File: config.mk
export PLATFORM = sky130hd
export DESIGN_NAME = irq_vector_ctl
export DESIGN_NICKNAME = d
export VERILOG_FILES = /design/src/rtl/irq_vec_pkg.sv /design/src/rtl/irq_pend_bank.sv /design/src/rtl/irq_gate_state.sv /design/src/rtl/irq_prio_pick.sv /design/src/rtl/irq_grant_reg.sv /design/src/rtl/irq_vector_ctl.sv
export SDC_FILE = /design/constraint.sdc
export NUM_CORES = 1
export LEC_CHECK = 0
export ABC_AREA = 1
export BUFFER_PORTS_ARGS = -buffer_cell sky130_fd_sc_hd__buf_2
export CAP_MARGIN = 15
export CORE_ASPECT_RATIO = 0.75
export CORE_UTILIZATION = 39
export DETAILED_ROUTE_END_ITERATION = 6
export GPL_ROUTABILITY_DRIVEN = 0
export GPL_TIMING_DRIVEN = 1
export PLACE_DENSITY = 0.85
export SYNTH_ARGS = -nofsm -noshare
export SYNTH_HDL_FRONTEND = slang
export SYNTH_SLANG_ARGS = --single-unit
File: constraint.sdc
create_clock -name clk -period 1.1 [get_ports clk]
set_input_delay 0.11 -clock clk [delete_from_list [all_inputs] [get_ports clk]]
set_output_delay 0.11 -clock clk [all_outputs]
set_load 0.02 [all_outputs]
File: src/rtl/irq_vec_pkg.sv
package irq_vec_pkg;
    localparam int NSRC = 5;
    localparam int NMSK = NSRC - 2;
    localparam int AW   = 16;

    typedef enum logic [2:0] {
        SRC_EXT  = 3'd0,
        SRC_LOW  = 3'd1,
        SRC_MID  = 3'd2,
        SRC_HIGH = 3'd3,
        SRC_NMI  = 3'd4
    } src_e;

    typedef struct packed {
        logic hit;
        src_e id;
    } pick_t;

    typedef struct packed {
        logic          take;
        logic          ack_n;
        logic [AW-1:0] vec;
        logic [AW-1:0] ret;
    } grant_t;

    function automatic logic [AW-1:0] vec_of(src_e s);
        case (s)
            SRC_NMI:  return AW'(16'h0024);
            SRC_HIGH: return AW'(16'h003C);
            SRC_MID:  return AW'(16'h0034);
            SRC_LOW:  return AW'(16'h002C);
            default:  return '0;
        endcase
    endfunction
endpackage

File: src/rtl/irq_pend_bank.sv
module irq_pend_bank #(
    parameter int N = 5
) (
    input  logic         clk,
    input  logic         rst,
    input  logic [N-1:0] req_i,
    input  logic [N-1:0] clr_i,
    output logic [N-1:0] pend_o
);
    for (genvar i = 0; i < N; i++) begin : g_bit
        always_ff @(posedge clk) begin
            if (rst)
                pend_o[i] <= 1'b0;
            else
                pend_o[i] <= (pend_o[i] | req_i[i]) & ~clr_i[i];
        end
    end
endmodule

File: src/rtl/irq_gate_state.sv
module irq_gate_state #(
    parameter int M = 3
) (
    input  logic         clk,
    input  logic         rst,
    input  logic         mask_we_i,
    input  logic [M-1:0] mask_wdata_i,
    input  logic         ien_set_i,
    input  logic         grant_i,
    output logic         ien_o,
    output logic [M-1:0] mask_o
);
    always_ff @(posedge clk) begin
        if (rst)
            ien_o <= 1'b0;
        else if (grant_i)
            ien_o <= 1'b0;
        else if (ien_set_i)
            ien_o <= 1'b1;
    end

    always_ff @(posedge clk) begin
        if (rst)
            mask_o <= '0;
        else if (mask_we_i)
            mask_o <= mask_wdata_i;
    end
endmodule

File: src/rtl/irq_prio_pick.sv
module irq_prio_pick
    import irq_vec_pkg::*;
#(
    parameter int N = NSRC
) (
    input  logic [N-1:0] elig_i,
    output logic [N-1:0] win_o,
    output pick_t        pick_o
);
    for (genvar i = 0; i < N; i++) begin : g_win
        if (i == N - 1) begin : g_top
            assign win_o[i] = elig_i[i];
        end else begin : g_rest
            assign win_o[i] = elig_i[i] & ~(|elig_i[N-1:i+1]);
        end
    end

    always_comb begin
        pick_o.hit = |win_o;
        pick_o.id  = SRC_EXT;
        for (int i = 0; i < N; i++) begin
            if (win_o[i]) pick_o.id = src_e'(3'(i));
        end
    end
endmodule

File: src/rtl/irq_grant_reg.sv
module irq_grant_reg
    import irq_vec_pkg::*;
(
    input  logic          clk,
    input  logic          rst,
    input  logic          fire_i,
    input  pick_t         pick_i,
    input  logic [AW-1:0] next_pc_i,
    output grant_t        q_o
);
    localparam grant_t IDLE = '{take: 1'b0, ack_n: 1'b1, vec: '0, ret: '0};

    always_ff @(posedge clk) begin
        if (rst || !fire_i) begin
            q_o <= IDLE;
        end else begin
            q_o.take  <= 1'b1;
            q_o.ack_n <= (pick_i.id != SRC_EXT);
            q_o.vec   <= vec_of(pick_i.id);
            q_o.ret   <= next_pc_i;
        end
    end
endmodule

File: src/rtl/irq_vector_ctl.sv
module irq_vector_ctl
    import irq_vec_pkg::*;
(
    input  logic                 clk,
    input  logic                 rst,
    input  logic [NSRC-1:0]      req_i,
    input  logic                 boundary_i,
    input  logic [AW-1:0]        next_pc_i,
    input  logic                 ien_set_i,
    input  logic                 mask_we_i,
    input  logic [NMSK-1:0]      mask_wdata_i,
    output logic                 take_o,
    output logic                 ack_n_o,
    output logic [AW-1:0]        vector_o,
    output logic [AW-1:0]        ret_addr_o
);
    logic [NSRC-1:0] pend, elig, win, clr;
    logic [NMSK-1:0] mask;
    logic            ien;
    logic            fire;
    pick_t           pick;
    grant_t          gq;

    irq_pend_bank #(.N(NSRC)) u_pend (
        .clk(clk), .rst(rst), .req_i(req_i), .clr_i(clr), .pend_o(pend)
    );

    irq_gate_state #(.M(NMSK)) u_gate (
        .clk(clk), .rst(rst), .mask_we_i(mask_we_i), .mask_wdata_i(mask_wdata_i),
        .ien_set_i(ien_set_i), .grant_i(fire), .ien_o(ien), .mask_o(mask)
    );

    // top source ignores enable and mask; restart sources honour both
    always_comb begin
        elig[NSRC-1]   = pend[NSRC-1];
        elig[NSRC-2:1] = pend[NSRC-2:1] & ~mask & {NMSK{ien}};
        elig[0]        = pend[0] & ien;
    end

    irq_prio_pick #(.N(NSRC)) u_pick (
        .elig_i(elig), .win_o(win), .pick_o(pick)
    );

    assign fire = boundary_i & pick.hit;
    assign clr  = fire ? win : '0;

    irq_grant_reg u_out (
        .clk(clk), .rst(rst), .fire_i(fire), .pick_i(pick),
        .next_pc_i(next_pc_i), .q_o(gq)
    );

    assign take_o     = gq.take;
    assign ack_n_o    = gq.ack_n;
    assign vector_o   = gq.vec;
    assign ret_addr_o = gq.ret;
endmodule

==> metrics.txt <==
status=finished, final reports clean; IO Port Bufs=50; fillcell total=256; DR vias=978; clk sinks=30; WL final=2.27 mm; cell area after synthesis=1140 um2; Die H=48.9 um; Post-Layout Inst Area=1590 um2; clk root buf=clkbuf_8; Worst Path Required=1.26 ns; CP peak stage delay=0.38 ns; Placed Instances=221; simple-gate share of the synthesized area=23.3%; Non-Filler Instances=233; total power=0.00240 W; critical path's slowest cell=dfxtp_4; CTS clk-pin slew, worst paths=0.06 ns; DR pass1 iterations=4; post-route ant nets=0; crit path DAT=1.25 ns; pwr dens=1510 nW/um2; H-tree depth=2; Compound-Gate Fraction of Synth Area=5.26%; max cap viols=0; Die Wd=64.5 um; Hold Crit Depth=3; WP depth=6; cts hold-fix bufs=0; vias in the first global route=819; Worst setup SP type=flop; I/O Pins=63; most used cell along the critical path=nand3_4; DR DRC count=0; GRT Resource Usage Total=14.3%; fin crit share=98.8%; final slew viol count=0; Syn Area/Cell=8.40 um2; CP cell instances=nand2_2, nor2_2, nor2_4, nand3_4, nand3_4, inv_1; Wirelength per Cell=9.76 um; synthesized instance count=136; hold slack=0.0490 ns; Initial Util=42.3%; CP Capture Type=flop; Die Area=3150 um2; leading cell type in the layout, fill and taps excluded=buf_2; global-route wire length before repair=3.36 mm; mux contribution to synthesized area=0%; most frequent cells in the layout=buf_2, dfxtp_1, inv_1, nor2_1, conb_1; worst path bufs/invs=1; Area Overhead vs Synth=39.4%; Yosys reg bits=30; Pleak=0.868 nW; initial DRC count=30; ANT cells=0; Nets=225; Top delay family on crit path=simple AND/OR/NAND/NOR gates; Worst-Skew Late Latency=0.27 ns; Max rail drop VDD=0.884 mV; Hold WC Path Type=primary input to flop; sequential-to-total area share from yosys stat=52.6%; Fin Clk Skew=0.00367 ns; Reg2Reg Depth=6; Period minus WS final=1.09 ns; TritonCTS clock tree=yes; detailed-route vias per instance=4.20; post-DP HPWL=1.52 mm; endpoints failing hold=0; largest net degree at the start of global routing=11; antenna violations before repair=0; share of cells above drive strength 1=44.2%; main combinational cell family by area after synthesis=simple AND/OR/NAND/NOR gates; grt total ovfl=0; RSZ-0062 raised after global routing=yes; post-synthesis adder-cell area fraction=0%; Max Clock Freq=920 MHz; Max FO, Critical Path=6; Setup CP Type=flop to flop; placed inst area=1390 um2; Inserted Clock Buffers=5; clock buffer depth=2; Yosys cell types=21; XOR/XNOR Fraction of Synth Area=0%; Final setup viols=0; core area=2700 um2; Rows=16; Yosys warning count=0
synth_stat cells:
master    number  area share (%)
buf_6          1            0.99
conb_1         1            0.33
a21oi_1        3             1.3
nor2_1        24             7.9
nand2_1        8             2.6
nand3_2        1            0.88
o211ai_1       1            0.66
buf_2          1            0.44
nand2_2        1            0.55
nand3_4        1             1.5
nand3b_1       1            0.66
nor3_1         1            0.44
nor2_2        11             6.0
o21ai_0        6             2.6
nor2_4         1            0.99
dfxtp_1       30              53
nand3_1        4             1.8
inv_1         25             8.2
a211oi_1       1            0.66
buf_4         13             8.5
clkinv_1       1            0.33
final timing paths:
path | start | endpoint | slack [ns]
setup / recovery | u_gate.ien_o | u_out.q_o[33] | 0.01
hold / removal | next_pc_i[7] | u_out.q_o[7] | 0.05
hold reg to reg | u_gate.mask_o[2] | u_gate.mask_o[2] | 0.54
setup reg to reg | u_gate.ien_o | u_out.q_o[33] | 0.01
cell families (layout without fill, tap and decap cells):
| group | Yosys count | count (layout) |
|---|---|---|
| simple gates | 53 | 56 |
| buf+inv | 41 | 88 |
| flops | 30 | 30 |
| compound gates | 11 | 11 |
| other cells | 1 | 12 |
layout make-up:
type                       count  area (um2)  share of cell area (%)
sequential                    30         604                    37.9
multi-input combinational     79         474                    29.8
timing repair buffer          54         280                    17.6
inverter                      26        97.6                    6.13
clock buffer                   7        86.3                    5.42
tap                           36        45.0                    2.83
clock inverter                 1        5.00                   0.314
timing repair:
item                                    in CTS  in global routing
setup buffers                                0                  1
endpoints found under the hold margin        0                  0
endpoints found under the setup margin      18                 23
gates cloned                                 2                  1
gates resized for setup                      2                 13
pin swaps                                    2                  2
metal layers:
layer	up-vias	routed length, um	global-route usage (%)
met5	-	0	0
met4	0	35	6.67
met3	5	189	5.84
met2	50	978	20.4
met1	418	1070	18.8
li1	505	-	-
state kept, by name, summed over array words and instances (netlist names):
| register | flops |
|---|---|
| u_gate.ien_o | 1 |
| u_gate.mask_o | 3 |
| u_out.q_o | 21 |
| u_pend.pend_o | 5 |
report_power, final:
group	leakage (nW)	switching, W	internal, W	total [W]
Combinational	0.573	0.000226	0.000128	0.000354
Clock	0.0482	0.000365	0.000503	0.000868
Sequential	0.246	0.0000391	0.00114	0.00118
stage by stage:
stage / setup WS, ns / TNS (ns) / utilization, %
finish: 0.0136 / 0 / 58.9
global route: -0.0744 / -0.982 / 58.9
CTS: -0.000157 / -0.000157 / 56.2
detailed placement: -0.0600 / -0.762 / 51.5
global placement: -0.0181 / -0.127 / 51.5
floorplan: 0.0373 / 0 / -
worst register-to-register path, cell delays in order, from the launching register on:
cell and delay (ns):
dfxtp_4 0.38, nand2_2 0.07, nor2_2 0.05, nor2_4 0.14
nand3_4 0.16, nand3_4 0.14, inv_1 0.05
(Power assumes the default switching activity.)
